### src/rtl/iowin_pkg.sv
package iowin_pkg;
  typedef enum logic [2:0] {
    TGT_NONE,
    TGT_GRP0,
    TGT_GRP1,
    TGT_CTR,
    TGT_OVL,
    TGT_BUF,
    TGT_CLR,
    TGT_UNDEC
  } tgt_e;

  localparam int GRP_SPAN = 4;
  localparam int OFF_OVL  = 13;
  localparam int OFF_BUF  = 14;
  localparam int OFF_CLR  = 15;
endpackage

### src/rtl/iowin_window_match.sv
module iowin_window_match #(
  parameter int ADDR_W = 10,
  parameter int OFF_W  = 4,
  localparam int BASE_W = ADDR_W - OFF_W
) (
  input  logic [ADDR_W-1:0] addr,
  input  logic [BASE_W-1:0] base,
  output logic              hit,
  output logic [OFF_W-1:0]  off
);
  assign hit = (addr[ADDR_W-1:OFF_W] == base);
  assign off = addr[OFF_W-1:0];
endmodule

### src/rtl/iowin_target_decode.sv
module iowin_target_decode
  import iowin_pkg::*;
#(
  parameter int OFF_W = 4
) (
  input  logic             hit,
  input  logic [OFF_W-1:0] off,
  input  logic             ovl,
  output tgt_e             tgt
);
  always_comb begin
    tgt = TGT_NONE;
    if (hit) begin
      if (off < OFF_W'(GRP_SPAN))
        tgt = ovl ? TGT_CTR : TGT_GRP0;
      else if (off < OFF_W'(2 * GRP_SPAN))
        tgt = TGT_GRP1;
      else if (off == OFF_W'(OFF_OVL))
        tgt = TGT_OVL;
      else if (off == OFF_W'(OFF_BUF))
        tgt = TGT_BUF;
      else if (off == OFF_W'(OFF_CLR))
        tgt = TGT_CLR;
      else
        tgt = TGT_UNDEC;
    end
  end
endmodule

### src/rtl/iowin_irq_latch.sv
module iowin_irq_latch #(
  parameter int SYNC_STAGES = 2
) (
  input  logic clk,
  input  logic rst,
  input  logic src,
  input  logic clr,
  input  logic en,
  output logic irq
);
  logic [SYNC_STAGES-1:0] sync_q;
  logic                   prev_q;
  logic                   pend_q;
  logic                   rise;

  generate
    if (SYNC_STAGES == 1) begin : g_one
      always_ff @(posedge clk) begin
        if (rst) sync_q <= '0;
        else     sync_q <= src;
      end
    end else begin : g_chain
      always_ff @(posedge clk) begin
        if (rst) sync_q <= '0;
        else     sync_q <= {sync_q[SYNC_STAGES-2:0], src};
      end
    end
  endgenerate

  assign rise = sync_q[SYNC_STAGES-1] & ~prev_q;

  always_ff @(posedge clk) begin
    if (rst) begin
      prev_q <= 1'b0;
      pend_q <= 1'b0;
      irq    <= 1'b0;
    end else begin
      prev_q <= sync_q[SYNC_STAGES-1];
      if (rise)     pend_q <= 1'b1;
      else if (clr) pend_q <= 1'b0;
      irq <= pend_q & en;
    end
  end
endmodule

### src/rtl/iowin_decoder.sv
module iowin_decoder
  import iowin_pkg::*;
#(
  parameter int ADDR_W      = 10,
  parameter int OFF_W       = 4,
  parameter int DATA_W      = 8,
  parameter int SYNC_STAGES = 2,
  localparam int BASE_W = ADDR_W - OFF_W
) (
  input  logic              clk,
  input  logic              rst,
  input  logic [ADDR_W-1:0] bus_addr,
  input  logic              bus_rd,
  input  logic              bus_wr,
  input  logic [DATA_W-1:0] bus_wdata,
  input  logic [BASE_W-1:0] base_sel,
  input  logic              int_en,
  input  logic              test_mode,
  input  logic              irq_src,
  output logic              sel_grp0,
  output logic              sel_grp1,
  output logic              sel_ctr,
  output logic [DATA_W-1:0] rdata,
  output logic              rdata_oe,
  output logic              irq,
  output logic              buf_en
);
  logic             hit;
  logic [OFF_W-1:0] off;
  tgt_e             tgt;
  logic             strobe;
  logic             stb_d;
  logic             start;
  logic             ovl_q;
  logic [DATA_W-1:0] bufreg_q;
  logic             clr_pulse;
  logic             owns_rd;

  iowin_window_match #(.ADDR_W(ADDR_W), .OFF_W(OFF_W)) u_match (
    .addr (bus_addr),
    .base (base_sel),
    .hit  (hit),
    .off  (off)
  );

  iowin_target_decode #(.OFF_W(OFF_W)) u_decode (
    .hit (hit),
    .off (off),
    .ovl (ovl_q),
    .tgt (tgt)
  );

  assign strobe    = bus_rd | bus_wr;
  assign start     = strobe & ~stb_d;
  assign clr_pulse = start & bus_wr & (tgt == TGT_CLR);
  assign owns_rd   = (tgt == TGT_BUF) | (tgt == TGT_CLR) |
                     (tgt == TGT_OVL) | (tgt == TGT_UNDEC);

  iowin_irq_latch #(.SYNC_STAGES(SYNC_STAGES)) u_irq (
    .clk (clk),
    .rst (rst),
    .src (irq_src),
    .clr (clr_pulse),
    .en  (int_en),
    .irq (irq)
  );

  always_ff @(posedge clk) begin
    if (rst) begin
      stb_d    <= 1'b0;
      ovl_q    <= 1'b0;
      bufreg_q <= '0;
    end else begin
      stb_d <= strobe;
      if (start && tgt == TGT_OVL)
        ovl_q <= bus_wr;
      if (start && bus_wr && tgt == TGT_BUF)
        bufreg_q <= bus_wdata;
    end
  end

  always_ff @(posedge clk) begin
    if (rst) begin
      sel_grp0 <= 1'b0;
      sel_grp1 <= 1'b0;
      sel_ctr  <= 1'b0;
      rdata_oe <= 1'b0;
      rdata    <= '1;
      buf_en   <= 1'b0;
    end else begin
      sel_grp0 <= strobe & (tgt == TGT_GRP0);
      sel_grp1 <= strobe & (tgt == TGT_GRP1);
      sel_ctr  <= strobe & (tgt == TGT_CTR);
      rdata_oe <= bus_rd & owns_rd;
      rdata    <= (bus_rd && tgt == TGT_BUF) ? bufreg_q : '1;
      buf_en   <= test_mode ? bufreg_q[0] : 1'b1;
    end
  end
endmodule

### config.mk
export PLATFORM = sky130hd
export DESIGN_NAME = iowin_decoder
export DESIGN_NICKNAME = d
export VERILOG_FILES = /design/src/rtl/iowin_pkg.sv /design/src/rtl/iowin_window_match.sv /design/src/rtl/iowin_target_decode.sv /design/src/rtl/iowin_irq_latch.sv /design/src/rtl/iowin_decoder.sv
export SDC_FILE = /design/constraint.sdc
export NUM_CORES = 1
export LEC_CHECK = 0
export CELL_PAD_IN_SITES_DETAIL_PLACEMENT = 1
export CELL_PAD_IN_SITES_GLOBAL_PLACEMENT = 2
export CORE_MARGIN = 2
export CORE_UTILIZATION = 26
export CTS_CLUSTER_SIZE = 30
export DETAILED_ROUTE_END_ITERATION = 16
export MAX_ROUTING_LAYER = met4
export PLACE_DENSITY = 0.87
export SLEW_MARGIN = 10
export SYNTH_ARGS = -nofsm -noshare
export SYNTH_HDL_FRONTEND = slang
export SYNTH_SLANG_ARGS = --single-unit
### constraint.sdc
create_clock -name clk -period 2.1 [get_ports clk]
set_input_delay 0.21 -clock clk [delete_from_list [all_inputs] [get_ports clk]]
set_output_delay 0.21 -clock clk [all_outputs]
set_load 0.01 [all_outputs]
# Word level (Yosys, flattened, before mapping)
# Cells that the tools add are included.
[totals]
register_bits = 28
inputBits = 31
output_inout_bits = 14
[op_classes]
order_cmp = 2
eq_ne = 11
muxes = 10
bitwise_logic = 16
n_reduce_logical = 6
[ops]
columns = ["cell", "n"]
rows = [
  ["3-bit two-way mux", 5],
  ["3-bit == test, second input constant", 4],
  ["4-bit == test, second input constant", 3],
  ["1-bit bitwise AND", 9],
  ["3-bit by 2-bit == test with 1-bit output, second input constant", 2],
  ["6-bit == test", 1],
  ["1-bit logical AND", 4],
  ["4-bit by 3-bit less-than comparator with 1-bit output, second input constant", 1],
  ["4-bit less-than comparator, second input constant", 1],
  ["1-bit two-way mux", 4],
  ["1-bit bitwise OR", 4],
  ["3-bit by 1-bit == test with 1-bit output, second input constant", 1],
  ["1-bit NOT", 3],
  ["2-bit two-way mux", 1],
  ["2-bit nonzero test", 1],
  ["2-bit OR reduction", 1],
]

# Depth between registers and ports, before layout
# Gate-level depths: netlist (run 1).
[depth]
word_depth = 12
depth_mapped = 5
mapped_depth_nobuf = 4

# By module
# Synthesis (run 1) repeated with hierarchy kept, for this count alone.
[hier_totals]
cells_unflattened = 109
hier_area_um2 = 1108.6
[by_module_without_submodules]
columns = ["mod", "instances", "cells_per_inst", "area_per_inst_um2"]
rows = [
  ["iowin_decoder", 1, 78, 819.5],
  ["iowin_irq_latch", 1, 13, 147.6],
  ["iowin_window_match", 1, 12, 98.8],
  ["iowin_target_decode", 1, 6, 42.5],
]

# Least setup slack after synthesis (run 1)
# Ideal clock, no wire load.
[synth_timing]
kind = "register to register"
from = "register ovl_q"
to = "register rdata[1]"
t_arrival_ps = 1066
required_ps = 1970
setup_slack_ps = 904
stages_incl_launch_ff = 5
cell_sequence = "dfxtp_1 > nor3_1 > a31oi_1 > nor4_4 > nand2b_1"
[synth_between]
elab_chain_cells = 7
[synth_rtl]
columns = ["item", "line_no", "rtl"]
rows = [
  ["from (decl)", "iowin_decoder.sv:34", "logic ovl_q;"],
  ["from (signal assigned)", "iowin_decoder.sv:76", "ovl_q <= bus_wr;"],
  ["2-bit two-way mux", "iowin_target_decode.sv:15", "tgt = ovl ? TGT_CTR : TGT_GRP0;"],
  ["3-bit two-way mux", "iowin_target_decode.sv:14", "if (off < OFF_W'(GRP_SPAN))"],
  ["3-bit two-way mux", "iowin_target_decode.sv:13", "if (hit) begin"],
  ["3-bit == test", "iowin_decoder.sv:95", "rdata <= (bus_rd && tgt == TGT_BUF) ? bufreg_q : '1;"],
  ["1-bit logical AND", "iowin_decoder.sv:95", ""],
  ["1-bit NOT (no line)", "--", ""],
  ["2-bit OR reduction (no line)", "--", ""],
  ["to (signal assigned)", "iowin_decoder.sv:95", ""],
  ["to (decl)", "iowin_decoder.sv:23", "output logic [DATA_W-1:0] rdata,"],
]
# No other way between the ends.
# A chain may end at the register's enable or synchronous reset.

# Worst setup path after layout (run 1)
[layout_timing]
from = "input base_sel[4]"
to = "register rdata[0]"
[layout_between]
elab_chain_cells = 6
[layout_rtl]
columns = ["item", "line_no", "rtl"]
rows = [
  ["from (decl)", "iowin_decoder.sv:16", "input logic [BASE_W-1:0] base_sel,"],
  ["6-bit == test", "iowin_window_match.sv:11", "assign hit = (addr[ADDR_W-1:OFF_W] == base);"],
  ["3-bit two-way mux", "iowin_target_decode.sv:13", ""],
  ["3-bit == test", "iowin_decoder.sv:95", ""],
  ["1-bit logical AND", "iowin_decoder.sv:95", ""],
  ["1-bit NOT (no line)", "--", ""],
  ["2-bit OR reduction (no line)", "--", ""],
]
# No other way between the ends.

==> flow_summary_export.csv, run 1 <==
group,metric,value,unit
layout,finalInstanceArea,1662,um2
detailed_routing,drc,0,
detailed_routing,routedWlPerCell,14.67,um
place,pre_cts_slack,0.1952,ns
detailed_routing,wl_met3,128,um
cts,cts_resized,0,
cts,numCtsBuffers,3,
sta,rsz0062_at_grt,"false",
global_route,grt_pass1_wl,5.037,mm
global_route,grt_remaining_overflow,0,
detailed_routing,detail-route-antenna-nets,0,
layout,drive_above_1_share,8.497,%
detailed_routing,vias,992,
yosys,async_flop_share,0,%
layout,antennaDiodeCount,0,
yosys,yosysTopAreaCell,"dfxtp_1",
place,placed_cell_area,1590,um2
yosys,synth_edf_count,0,
layout,multiInputGateArea,496.7,um2
detailed_routing,via_per_inst,4.887,
place,gp_congestion,0.7515,
floorplanning,die-area,4771,um2
yosys,yosysWarnings,0,
place,dp_hpwl,2.265,mm
sta,setup_violations,0,
power,powerDensity,669.2,nW/um2
yosys,ys_seq_area_share,50.91,%
layout,post-route-util,41.24,%
power,ir_drop,0.3142,mV
floorplanning,core,4029,um2
critical_path,critPathRequiredTime,2.26,ns
detailed_routing,routed-wl-met2,1.485,mm
yosys,synth_cell_types,29,
cts,cts-htree-levels,1,
sta,drv_slew,0,
critical_path,crit_type,"in2reg",
power,leakage,0.0005593,uW
floorplanning,io_pins,45,
yosys,post_synth.cell_area_avg,10.19,um2
min_path,hold_path.startpoint,"bufreg_q[2]",
sta,final.setup.worst_slack,0.5100,ns
cts,clock_sink_count,28,
critical_path,crit_start,"base_sel[4]",
min_path,hold_depth,1,
critical_path,rr_endpoint,"rdata[0]",
cts,clock_path_buffers,2,
detailed_routing,drt_iter0_drc,33,
layout,nets,185,
layout,seqCellArea,560.5,um2
critical_path,critPathLaunchType,"input port",
critical_path,r2r_cells,4,
critical_path,critPathCaptureType,"flip-flop",
yosys,synth_nets,139,
run,cap_viol_max_count,0,
critical_path,path_max_fanout,8,
layout,n_fill_cell,468,
min_path,whs_endpoint,"rdata[2]",
layout,area_growth,50.91,%
cts,cts_hold_repair.buffers,0,
sta,clock_skew,0.003570,ns
floorplanning,die_h,69.08,um
cts,cts_tree,"done",
yosys,yosys-top-cells-area,"dfxtp_1 (51%), o31ai_1 (6.8%), nand4_1 (5.7%)",
critical_path,reg2reg_slack,0.71,ns
global_route,grt_max_degree,17,
detailed_routing,top_layer_used,"met4",
critical_path,critical_path_arrival,1.75,ns
yosys,synth_top_cell_area_share,50.91,%
sta,worstMarginPinSlew,0.4812,ns
global_route,antenna_found_initial,0,
cts,post_cts_buffers,0,
floorplanning,die_w,69.08,um
sta,clock.fmax,628.9,MHz
global_route,grt_usage,13.63,%
detailed_routing,drt_pass1_iterations,4,
floorplanning,initial_utilization,27.33,%
yosys,ys.flop_type,"dfxtp_1",
detailed_routing,wl,2.978,mm
cts,worstSkewPairLatency,0.28,ns
detailed_routing,wl_met1,1.310,mm
yosys,synthTopCellsByCount,"dfxtp_1 (28), a21oi_1 (11), nand4_1 (10), o31ai_1 (10), nand2b_1 (9)",
sta,finalHoldViolCount,0,
yosys,synth_area,1101,um2
sta,relSlewSlack,67.68,%
yosys,ys_ff_latch,28,
sta,fin_crit,1.590,ns
global_route,grt_pass1_vias,1077,
yosys,synthCells,108,
floorplanning,placementRows,23,
place,portBuffers,44,
yosys,synth_most_common_cell,"dfxtp_1",
sta,fin_crit_sh,75.72,%
cts,cts_root_buf,"clkbuf_8",
sta,setup_tns,0,ns
cts,clk_pin_slew,0.10,ns
min_path,holdCritPathClass,"reg2reg",
status,run_status,"complete, no violations",
critical_path,regToRegStartpoint,"ovl_q",
==> per-stage QoR <==
| stage | hold WS [ns] | instances | total power [uW] |
|---|---|---|---|
| CTS | 0.4514 | 203 | 1118 |
| detailed placement | 0.4287 | 199 | 689.2 |
| finish | 0.4464 | 203 | 1112 |
| global route | 0.4728 | 203 | 1146 |
| floorplan | 0.2791 | 108 | 606.7 |
| global placement | 0.4205 | 199 | 685.0 |
==> how the worst max path moves through the flow <==
stage	endpoint	cells after the start	slack (ns)
after floorplan	rdata[1]	4	0.90
after global placement	rdata[4]	5	0.28
after detailed placement	rdata[3]	5	0.20
after CTS	rdata[3]	5	0.47
after global routing	rdata[2]	5	0.34
final	rdata[0]	5	0.51
==> critical path, cell delays in order <==
cell and delay, ns:
clkdlybuf4s50_1 0.42, xnor2_1 0.26, nand4_1 0.23, nor4_4 0.53
nand2_1 0.11
==> per-layer routing <==
metal / track usage, % / vias up
li1: - / 480
met1: 15.45 / 481
met2: 22.97 / 26
met3: 3.070 / 5
met4: 5.882 / 0
met5: - / -
==> power breakdown <==
group / leakage [uW] / internal, uW / total, uW / switching [uW]
Combinational: 0.000297 / 76.2 / 139 / 62.8
Sequential: 0.000227 / 537 / 539 / 1.70
Clock: 0.0000357 / 256 / 434 / 179
==> sequential cells by signal, summed over array words and instances, names as in the netlist <==
name / count
stb_d: 1
u_irq.sync_q: 2
buf_en: 1
rdata_oe: 1
u_irq.prev_q: 1
sel_grp1: 1
sel_grp0: 1
ovl_q: 1
u_irq.irq: 1
sel_ctr: 1
bufreg_q: 8
u_irq.pend_q: 1
rdata: 8
==> cell type report <==
class | instances | share of cell area (%)
Clock buffer | 3 | 2.485
Clock inverter | 1 | 1.807
Inverter | 2 | 0.4518
Multi-Input combinational cell | 72 | 29.89
Sequential cell | 28 | 33.74
Tap cell | 50 | 3.765
Timing Repair Buffer | 47 | 27.86
==> kinds of logic after synthesis <==
logic type	Yosys count	synth area share, %
xor gates and xnor gates	6	4.773
and+or+nand+nor	43	27.27
AOI/OAI and AO/OA	23	13.07
buffers and inverters	8	3.977
DFF	28	50.91
==> cell usage in the layout, fill, tap and decap left out, types with 3 or more instances in the layout <==
master	count
xnor2_1	6
buf_4	3
nand2b_1	9
a21oi_1	11
o31ai_1	10
clkdlybuf4s50_1	44
nor2b_1	4
nand4_1	10
clkbuf_8	3
dfxtp_1	28
Note: power is estimated with default switching activity, not from simulation.
==> run 2: changes to the inputs <==
--- a/config.mk
+++ b/config.mk
@@ -8,11 +8,11 @@
 export CELL_PAD_IN_SITES_DETAIL_PLACEMENT = 1
 export CELL_PAD_IN_SITES_GLOBAL_PLACEMENT = 2
 export CORE_MARGIN = 2
-export CORE_UTILIZATION = 26
+export CORE_UTILIZATION = 24
 export CTS_CLUSTER_SIZE = 30
 export DETAILED_ROUTE_END_ITERATION = 16
 export MAX_ROUTING_LAYER = met4
-export PLACE_DENSITY = 0.87
+export PLACE_DENSITY = 0.81
 export SLEW_MARGIN = 10
 export SYNTH_ARGS = -nofsm -noshare
 export SYNTH_HDL_FRONTEND = slang
==> constraint.sdc (replaced) <==
create_clock -name clk -period 1.6 [get_ports clk]
set_input_delay 0.16 -clock clk [delete_from_list [all_inputs] [get_ports clk]]
set_output_delay 0.16 -clock clk [all_outputs]
set_load 0.01 [all_outputs]
==> run 2 against run 1 <==
  * Clock-buffer cell count unchanged
  * Global-route usage is 0.92 points lower
  * Cell count is 5.9% higher
  * Largest cell class unchanged
  * Clock skew down 0.0022 ns
  * Sequential share of layout area down 1.5 points
  * First-iteration DRC count fell by 21%
  * Combinational power rose by 43%
  * Via count grew 1.6%
  * Flip-flop and latch count stayed put
==> flow_summary_export.csv, run 2 (same netlist as run 1, synthesis figures left out) <==
group,metric,value,unit
power,p_comb_share,13.6,%
floorplanning,io_pins,45,
detailed_routing,drc,0,
floorplanning,placementRows,24,
power,seqPwrFrac,48.2,%
critical_path,rr_endpoint,"bufreg_q[5]",
sta,rsz0062_at_grt,"false",
cts,clock_sink_count,28,
detailed_routing,routed-wl-met2,1.510,mm
cts,cts_resized,0,
layout,nets,195,
critical_path,crit_type,"in2reg",
power,p_int,1157,uW
floorplanning,die_h,71.73,um
detailed_routing,drt_iter0_drc,26,
power,p_switching,310.2,uW
layout,reg.largest.list,"bufreg_q x8, rdata x8, u_irq.sync_q x2",
status,run_status,"complete, no violations",
detailed_routing,wl_met3,125,um
power,powerDensity,843.6,nW/um2
critical_path,critPathRequiredTime,1.77,ns
place,dp_hpwl,2.310,mm
sta,clock_skew,0.001374,ns
cts,cts_tree,"done",
min_path,holdCritPathClass,"in2reg",
detailed_routing,vias,1008,
cts,numCtsBuffers,3,
critical_path,critical_path_arrival,1.63,ns
place,gp_congestion,0.7790,
power,leakage,0.0006092,uW
detailed_routing,via_per_inst,4.688,
detailed_routing,detail-route-antenna-nets,0,
cts,post_cts_buffers,0,
place,place_inst,211,
floorplanning,die_w,71.73,um
critical_path,critPathCaptureType,"flip-flop",
layout,antennaDiodeCount,0,
global_route,antenna_found_initial,0,
detailed_routing,top_layer_used,"met4",
global_route,grt_max_degree,17,
global_route,grt_remaining_overflow,0,
power,ir_drop,0.3251,mV
layout,final_cell_mix,"clkdlybuf4s50_1 (44), dfxtp_1 (28), buf_4 (13)",
sta,fin_crit,1.458,ns
critical_path,critPathLaunchType,"input port",
floorplanning,core,4384,um2
place,pre_cts_slack,-0.1865,ns
sta,fin_crit_sh,91.11,%
layout,multiInputGateArea,496.7,um2
min_path,hold_path.startpoint,"test_mode",
min_path,whs_endpoint,"buf_en",
sta,drv_slew,0,
power,pwr-share-clk,38.2,%
global_route,grt_pass1_wl,5.037,mm
min_path,hold_depth,2,
sta,relSlewSlack,76.46,%
sta,worstMarginPinSlew,0.3523,ns
critical_path,r2r_cells,4,
sta,finalHoldViolCount,0,
layout,seqCellArea,560.5,um2
cts,clock_path_buffers,2,
cts,clk_pin_slew,0.10,ns
sta,setup_violations,0,
detailed_routing,wl_met1,1.200,mm
critical_path,path_max_fanout,10,
layout,final_cell_count_no_fill,215,
floorplanning,initial_utilization,25.11,%
layout,n_fill_cell,487,
layout,final_common_cell,"clkdlybuf4s50_1",
floorplanning,die-area,5145,um2
sta,clock.fmax,686.0,MHz
cts,cts_hold_repair.buffers,0,
cts,worstSkewPairLatency,0.28,ns
critical_path,regToRegStartpoint,"stb_d",
cts,cts-htree-levels,1,
cts,cts_root_buf,"clkbuf_8",
sta,setup_tns,0,ns
critical_path,reg2reg_slack,0.26,ns
power,p_sw_share,21.14,%
sta,final.setup.worst_slack,0.1423,ns
layout,drive_above_1_share,14.11,%
detailed_routing,routedWlPerCell,13.40,um
detailed_routing,drt_pass1_iterations,6,
place,portBuffers,44,
layout,area_growth,57.95,%
global_route,grt_usage,12.71,%
global_route,grt_pass1_vias,1152,
layout,post-route-util,39.67,%
detailed_routing,wl,2.880,mm
run,cap_viol_max_count,0,
-- run 2: how the worst max path moves through the flow --
stage / from / endpoint / slack (ns) / cells after the start
2_1_floorplan: ovl_q / rdata[1] / 0.40 / 4
3_5_place_dp: base_sel[4] / bufreg_q[0] / -0.19 / 6
6_report: base_sel[4] / bufreg_q[0] / 0.14 / 6
3_3_place_gp: bus_addr[7] / bufreg_q[0] / -0.03 / 6
5_1_grt: base_sel[4] / bufreg_q[6] / 0.01 / 6
4_1_cts: base_sel[4] / bufreg_q[0] / 0.12 / 6
-- run 2: worst max-delay path, cell delays in order --
cell and delay (ns):
clkdlybuf4s50_1 0.43, xnor2_1 0.21, nand4_1 0.20, buf_4 0.23, o31ai_1 0.29, a21oi_1 0.10
-- run 2: layout make-up --
type,instances,area share (%)
multi-input cells,72,28.56
repair buffers,57,30.94
clock inverters,1,1.727
clock buffers,3,2.374
flip-flops and latches,28,32.23
well taps,52,3.741
inverters,2,0.4317
-- run 2: power by group through the flow --
stage	combinational [uW]	clock [uW]	sequential, uW
5_1_grt	217	610	709
2_1_floorplan	72.6	0	724
3_3_place_gp	194	0	723
6_report	199	560	707
3_5_place_dp	200	0	724
4_1_cts	202	575	708
-- run 2: through the flow --
step	total power (uW)	cell area [um2]	hold slack [ns]
2_1_floorplan	796.3	1101	0.2291
6_report	1467	1739	0.4306
5_1_grt	1536	1739	0.4419
3_3_place_gp	916.9	1668	0.4232
4_1_cts	1485	1739	0.4308
3_5_place_dp	924.1	1668	0.4335
-- run 2: layer usage --
metal,track usage [%],vias up
met5,-,-
met2,23.56,25
li1,-,504
met4,4.403,0
met1,13.45,474
met3,2.250,5
==> run 3: changes to the inputs <==
--- a/config.mk
+++ b/config.mk
@@ -5,6 +5,7 @@
 export SDC_FILE = /design/constraint.sdc
 export NUM_CORES = 1
 export LEC_CHECK = 0
+export CAP_MARGIN = 20
 export CELL_PAD_IN_SITES_DETAIL_PLACEMENT = 1
 export CELL_PAD_IN_SITES_GLOBAL_PLACEMENT = 2
 export CORE_MARGIN = 2
==> results of run 3 <==
Final layout, timing and power as in run 2 (identical DEF).
